File: src/rtl/spct_pkg.sv
package spct_pkg;
    // State of one retransmit-store slot
    typedef enum logic [1:0] {
        SL_FREE = 2'd0,
        SL_SENT = 2'd1,
        SL_RETX = 2'd2
    } slot_st_e;
endpackage

File: src/rtl/spct_credit.sv
module spct_credit #(
    parameter int RX_DEPTH = 3,
    parameter int SLOTS    = 4,
    parameter int CW       = $clog2(RX_DEPTH + SLOTS + 1) + 1
) (
    input  logic                 clk,
    input  logic                 rst_n,
    input  logic                 upd,
    input  logic                 refund,
    input  logic                 take,
    output logic signed [CW-1:0] count,
    output logic                 has_credit
);
    localparam logic signed [CW-1:0] ONE  = CW'(1);
    localparam logic signed [CW-1:0] ZERO = '0;
    localparam logic signed [CW-1:0] INIT = CW'(RX_DEPTH);

    typedef struct packed {
        logic signed [CW-1:0] cnt;
    } cr_st_t;

    cr_st_t cr_d, cr_q;

    always_comb begin
        cr_d = cr_q;
        if (upd)    cr_d.cnt = cr_d.cnt + ONE;
        if (refund) cr_d.cnt = cr_d.cnt + ONE;
        if (take)   cr_d.cnt = cr_d.cnt - ONE;
    end

    always_ff @(posedge clk) begin
        if (!rst_n) cr_q <= '{cnt: INIT};
        else        cr_q <= cr_d;
    end

    assign count      = cr_q.cnt;
    assign has_credit = (cr_q.cnt > ZERO);
endmodule

File: src/rtl/spct_store.sv
module spct_store
    import spct_pkg::*;
#(
    parameter int SLOTS  = 4,
    parameter int DATA_W = 16,
    parameter int TAG_W  = $clog2(SLOTS)
) (
    input  logic              clk,
    input  logic              rst_n,
    input  logic              alloc,
    input  logic [DATA_W-1:0] alloc_data,
    input  logic              resend,
    input  logic              ack_valid,
    input  logic [TAG_W-1:0]  ack_tag,
    input  logic              ack_nack,
    output logic              free_any,
    output logic [TAG_W-1:0]  free_idx,
    output logic              retx_any,
    output logic [TAG_W-1:0]  retx_idx,
    output logic [DATA_W-1:0] retx_data,
    output logic [SLOTS-1:0]  busy
);
    typedef struct packed {
        slot_st_e [SLOTS-1:0]              st;
        logic     [SLOTS-1:0][DATA_W-1:0]  data;
    } store_t;

    store_t sto_d, sto_q;

    // Lowest-index free slot and lowest-index pending retransmission
    always_comb begin
        free_any = 1'b0;
        free_idx = '0;
        retx_any = 1'b0;
        retx_idx = '0;
        for (int i = SLOTS - 1; i >= 0; i--) begin
            if (sto_q.st[i] == SL_FREE) begin
                free_any = 1'b1;
                free_idx = TAG_W'(i);
            end
            if (sto_q.st[i] == SL_RETX) begin
                retx_any = 1'b1;
                retx_idx = TAG_W'(i);
            end
        end
    end

    assign retx_data = sto_q.data[retx_idx];

    for (genvar g = 0; g < SLOTS; g++) begin : g_busy
        assign busy[g] = (sto_q.st[g] != SL_FREE);
    end

    always_comb begin
        sto_d = sto_q;
        for (int i = 0; i < SLOTS; i++) begin
            if (ack_valid && ack_tag == TAG_W'(i) && sto_q.st[i] == SL_SENT)
                sto_d.st[i] = ack_nack ? SL_RETX : SL_FREE;
            if (alloc && free_idx == TAG_W'(i)) begin
                sto_d.st[i]   = SL_SENT;
                sto_d.data[i] = alloc_data;
            end
            if (resend && retx_idx == TAG_W'(i))
                sto_d.st[i] = SL_SENT;
        end
    end

    always_ff @(posedge clk) begin
        if (!rst_n) sto_q <= '0;
        else        sto_q <= sto_d;
    end
endmodule

File: src/rtl/spct_pick.sv
module spct_pick (
    input  logic has_credit,
    input  logic retx_any,
    input  logic free_any,
    input  logic in_valid,
    output logic in_ready,
    output logic do_new,
    output logic do_resend,
    output logic spec
);
    always_comb begin
        do_resend = has_credit & retx_any;     // replays only under credit
        in_ready  = free_any & ~do_resend;     // replay beats new cells
        do_new    = in_valid & in_ready;
        spec      = do_new & ~has_credit;      // no credited cell eligible
    end
endmodule

File: src/rtl/spec_credit_tx.sv
module spec_credit_tx #(
    parameter int DATA_W   = 16,
    parameter int SLOTS    = 4,
    parameter int RX_DEPTH = 3,
    parameter int TAG_W    = $clog2(SLOTS)
) (
    input  logic              clk,
    input  logic              rst_n,
    input  logic              in_valid,
    input  logic [DATA_W-1:0] in_data,
    output logic              in_ready,
    output logic              lnk_valid,
    output logic [DATA_W-1:0] lnk_data,
    output logic [TAG_W-1:0]  lnk_tag,
    output logic              lnk_spec,
    input  logic              crd_upd,
    input  logic              ack_valid,
    input  logic [TAG_W-1:0]  ack_tag,
    input  logic              ack_nack
);
    localparam int CW = $clog2(RX_DEPTH + SLOTS + 1) + 1;

    typedef struct packed {
        logic              valid;
        logic              spec;
        logic [TAG_W-1:0]  tag;
        logic [DATA_W-1:0] data;
    } beat_t;

    beat_t lnk_d, lnk_q;

    logic signed [CW-1:0] credit_cnt;
    logic                 has_credit;
    logic                 free_any, retx_any;
    logic [TAG_W-1:0]     free_idx, retx_idx;
    logic [DATA_W-1:0]    retx_data;
    logic [SLOTS-1:0]     slot_busy;
    logic                 do_new, do_resend, send_spec;

    spct_credit #(.RX_DEPTH(RX_DEPTH), .SLOTS(SLOTS), .CW(CW)) u_credit (
        .clk        (clk),
        .rst_n      (rst_n),
        .upd        (crd_upd),
        .refund     (ack_valid & ack_nack),
        .take       (do_new | do_resend),
        .count      (credit_cnt),
        .has_credit (has_credit)
    );

    spct_store #(.SLOTS(SLOTS), .DATA_W(DATA_W), .TAG_W(TAG_W)) u_store (
        .clk        (clk),
        .rst_n      (rst_n),
        .alloc      (do_new),
        .alloc_data (in_data),
        .resend     (do_resend),
        .ack_valid  (ack_valid),
        .ack_tag    (ack_tag),
        .ack_nack   (ack_nack),
        .free_any   (free_any),
        .free_idx   (free_idx),
        .retx_any   (retx_any),
        .retx_idx   (retx_idx),
        .retx_data  (retx_data),
        .busy       (slot_busy)
    );

    spct_pick u_pick (
        .has_credit (has_credit),
        .retx_any   (retx_any),
        .free_any   (free_any),
        .in_valid   (in_valid),
        .in_ready   (in_ready),
        .do_new     (do_new),
        .do_resend  (do_resend),
        .spec       (send_spec)
    );

    always_comb begin
        lnk_d       = '0;
        lnk_d.valid = do_new | do_resend;
        lnk_d.spec  = send_spec;
        lnk_d.tag   = do_resend ? retx_idx  : free_idx;
        lnk_d.data  = do_resend ? retx_data : in_data;
    end

    always_ff @(posedge clk) begin
        if (!rst_n) lnk_q <= '0;
        else        lnk_q <= lnk_d;
    end

    assign lnk_valid = lnk_q.valid;
    assign lnk_spec  = lnk_q.spec;
    assign lnk_tag   = lnk_q.tag;
    assign lnk_data  = lnk_q.data;
endmodule

File: config.mk
export PLATFORM = sky130hd
export DESIGN_NAME = spec_credit_tx
export DESIGN_NICKNAME = d
export VERILOG_FILES = /design/src/rtl/spct_pkg.sv /design/src/rtl/spct_credit.sv /design/src/rtl/spct_store.sv /design/src/rtl/spct_pick.sv /design/src/rtl/spec_credit_tx.sv
export SDC_FILE = /design/constraint.sdc
export NUM_CORES = 1
export LEC_CHECK = 0
export CAP_MARGIN = 20
export CELL_PAD_IN_SITES_DETAIL_PLACEMENT = 1
export CELL_PAD_IN_SITES_GLOBAL_PLACEMENT = 1
export CORE_AREA = 4 4 100 102
export DETAILED_ROUTE_END_ITERATION = 16
export DIE_AREA = 0 0 104 106
export DONT_BUFFER_PORTS = 1
export PLACE_DENSITY_LB_ADDON = 0.1
export SYNTH_ARGS = -nofsm -noshare
export SYNTH_HDL_FRONTEND = slang
export SYNTH_SLANG_ARGS = --single-unit
File: constraint.sdc
create_clock -name clk -period 3 [get_ports clk]
set_input_delay 0.6 -clock clk [delete_from_list [all_inputs] [get_ports clk]]
set_output_delay 0.6 -clock clk [all_outputs]
set_load 0.005 [all_outputs]
==> reports/qor.yml <==
cp_max_fo: 7
io_buffers: 0
netlist_area_um2: 4380
slowest_stage: "nor4_4"
die-area_um2: 11000
synth_cell_types: 50
crit_buf_inv: 0
dieWidth_um: 104
clock_latency_ns: 0.36
synth_top_cell_area_share: 0.439
fmax_ghz: 0.384
cp-start-kind: "flop"
grt_pass1_wl_um: 18100
grt_remaining_overflow: 0
holdCritStartpoint: "rst_n"
reg2reg_to: "u_credit.count[3]"
drtPass1Iterations: 4
diodes: 0
antenna_found_initial: 0
cts_buffers: 9
required_ns: 2.40
clk_path_buf_depth: 2
core_um2: 9110
die_h_um: 106
multi_input_area_um2: 2230
total_power_mw: 2.72
hold-path-endpoint: "u_credit.count[0]"
critical-path-top-delay-family: "simple AND/OR/NAND/NOR gates"
drt-vias-per-instance: 5.90
root_buffer: "clkbuf_8"
first_iter_violations: 134
path_class: "reg -> out"
cts_tree: "built"
min_delay_path_depth: 1
rsz0062_at_grt: "false"
setup-violations-final: 0
grt_max_degree: 38
ff_latch_area_um2: 1920
clock-sinks: 96
initial_core_util: 0.481
status: "finished, final reports clean"
drive_above_1_share: 0.0863
track_usage: 0.204
synthArstFlopShare: 0
fin_nets: 474
synth-edff-count: 0
peakVddDrop_mv: 0.243
reg2reg_depth: 6
antenna_left: 0
wirelength_um: 11000
yosysTopAreaCell: "dfxtp_1"
wl_per_cell_um: 19.5
fin_crit_sh: 0.869
synthCells: 458
vias: 3320
fillers: 1050
p_per_area_nw_per_um2: 588
drc: 0
ys_ff_latch: 96
areaGrowthSynthToFinish_pct: 5.57
r2r_start: "u_credit.count[0]"
skew_ns: 0.0128
worst_slew_pin_slew_ns: 0.911
rows: 35
synth_area_per_cell_um2: 9.56
hpwl_um: 7190
max_stage_delay_ns: 0.57
max-slew-margin-rel: 0.391
synth_area_leaders: "dfxtp_1, mux2i_1, nor2_1, o22a_1, a22oi_1"
post_cts_buffers: 0
period_needed_ns: 2.61
grt_pass1_vias: 3488
maxSlewViolCount: 0
hp-class: "in -> reg"
p_leak_nw: 2.11
endpoint_kind: "output pin"
crit_arrival_ns: 2.01
ioPinCount: 45
yosys_warnings: 0
ys_seq_area_frac: 0.439
cts-hold-fix-buffers: 0
hold_viol_final: 0
yosysMostFrequentCell: "dfxtp_1"
synthFlopType: "dfxtp_1"
place.gp.congestion: 0.793
final_util: 0.508
synthesis.nets: 485
ctsResizeCount: 0
htree_levels: 3
reg2reg_slack_ns: 0.56
drv_cap: 0
synth_common_cells: "dfxtp_1, mux2i_1, nor2_1, nand2_1, a21oi_1"
final.setup.tns_ns: 0
cp_cell_sequence: "and2b_4, nor4_4, nand2b_1, o31a_2"
clkTransAtPathRegs_ns: 0.09
==> per-stage QoR <==
| stage | cell area [um2] | worst slack [ns] | hold WS, ns | cells |
|---|---|---|---|---|
| after floorplan | 4380 | 0.733 | 0.461 | 458 |
| after global placement | 4410 | 0.680 | 0.473 | 547 |
| after detailed placement | 4410 | 0.566 | 0.484 | 547 |
| after CTS | 4620 | 0.409 | 0.291 | 563 |
| after global routing | 4620 | 0.327 | 0.287 | 563 |
| final | 4620 | 0.393 | 0.302 | 563 |
==> flip-flops by register name, summed over array words and instances (netlist names) <==
name and flops:
u_store.sto_q 72, lnk_data 16, u_credit.count 4, lnk_tag 2, lnk_spec 1, lnk_valid 1
==> power by group <==
part	internal (mW)	leakage (nW)	switching [mW]	total [mW]
clock network	0.475	0.107	0.467	0.942
logic	0.151	1.22	0.234	0.385
registers	1.34	0.784	0.0544	1.39
==> final cells by class <==
class / instances / share of cell area
Multi-Input combinational cell: 321 / 0.482
Sequential cell: 96 / 0.416
Tap cell: 111 / 0.0300
Clock buffer: 10 / 0.0276
Clock inverter: 6 / 0.0195
Timing Repair Buffer: 12 / 0.0195
Inverter: 7 / 0.00568
==> cell usage in the layout (no fill, tap or decap), drive strengths merged, types with 2 or more instances in the layout <==
master   instances
nand3b           6
nor4             3
o31ai            2
ha               3
a31oi            3
dfxtp           96
o211a            3
nand2           28
inv              9
a21oi           23
or4b             2
and2             2
bufinv           2
nand4            4
o22ai            3
o21a             2
o31a             2
o2111ai          2
and2b            3
o211ai           4
nand2b           3
o21ai            5
nor2            75
clkbuf          10
buf             12
mux2i           80
a211o            2
xnor2            6
o22a            16
a41oi            2
nor3             9
nor2b            3
a22oi           16
==> worst max path at each step <==
stage	start	to	slack, ns	depth (start not counted)
finish	u_store.sto_q[66]	in_ready	0.39	4
global route	u_store.sto_q[70]	in_ready	0.33	4
CTS	u_store.sto_q[66]	in_ready	0.41	4
detailed placement	u_credit.count[0]	u_credit.count[3]	0.57	6
global placement	u_credit.count[0]	u_credit.count[3]	0.68	6
floorplan	u_store.sto_q[65]	in_ready	0.73	8
==> worst register-to-register path: cells and delay by family (launching register included) <==
kind / cells / cell delay, ns
AO/OA/AOI/OAI: 2 / 0.74
adder cells (fa/ha/maj): 1 / 0.23
buffers and inverters: 1 / 0.09
flip-flops: 1 / 0.54
AND/OR/NAND/NOR: 2 / 0.80
==> kinds of logic (layout without fill, tap and decap cells) <==
group | count (synthesis) | in the layout | share of synthesized area
compound gates | 90 | 90 | 0.153
xor+xnor | 7 | 7 | 0.0140
fa+ha+maj | 3 | 3 | 0.00857
buf+inv | 41 | 35 | 0.0523
flops | 96 | 96 | 0.439
mux | 80 | 80 | 0.183
simple gates | 141 | 141 | 0.151
==> per-layer routing <==
metal  GRT usage  vias to the layer above  routed length (um)
li1            -                     1603                   -
met1       0.264                     1636                5200
met2       0.350                       66                5210
met3      0.0364                       15                 419
met4      0.0570                        0                 131
met5           0                        -                   0
(Power assumes the default switching activity.)
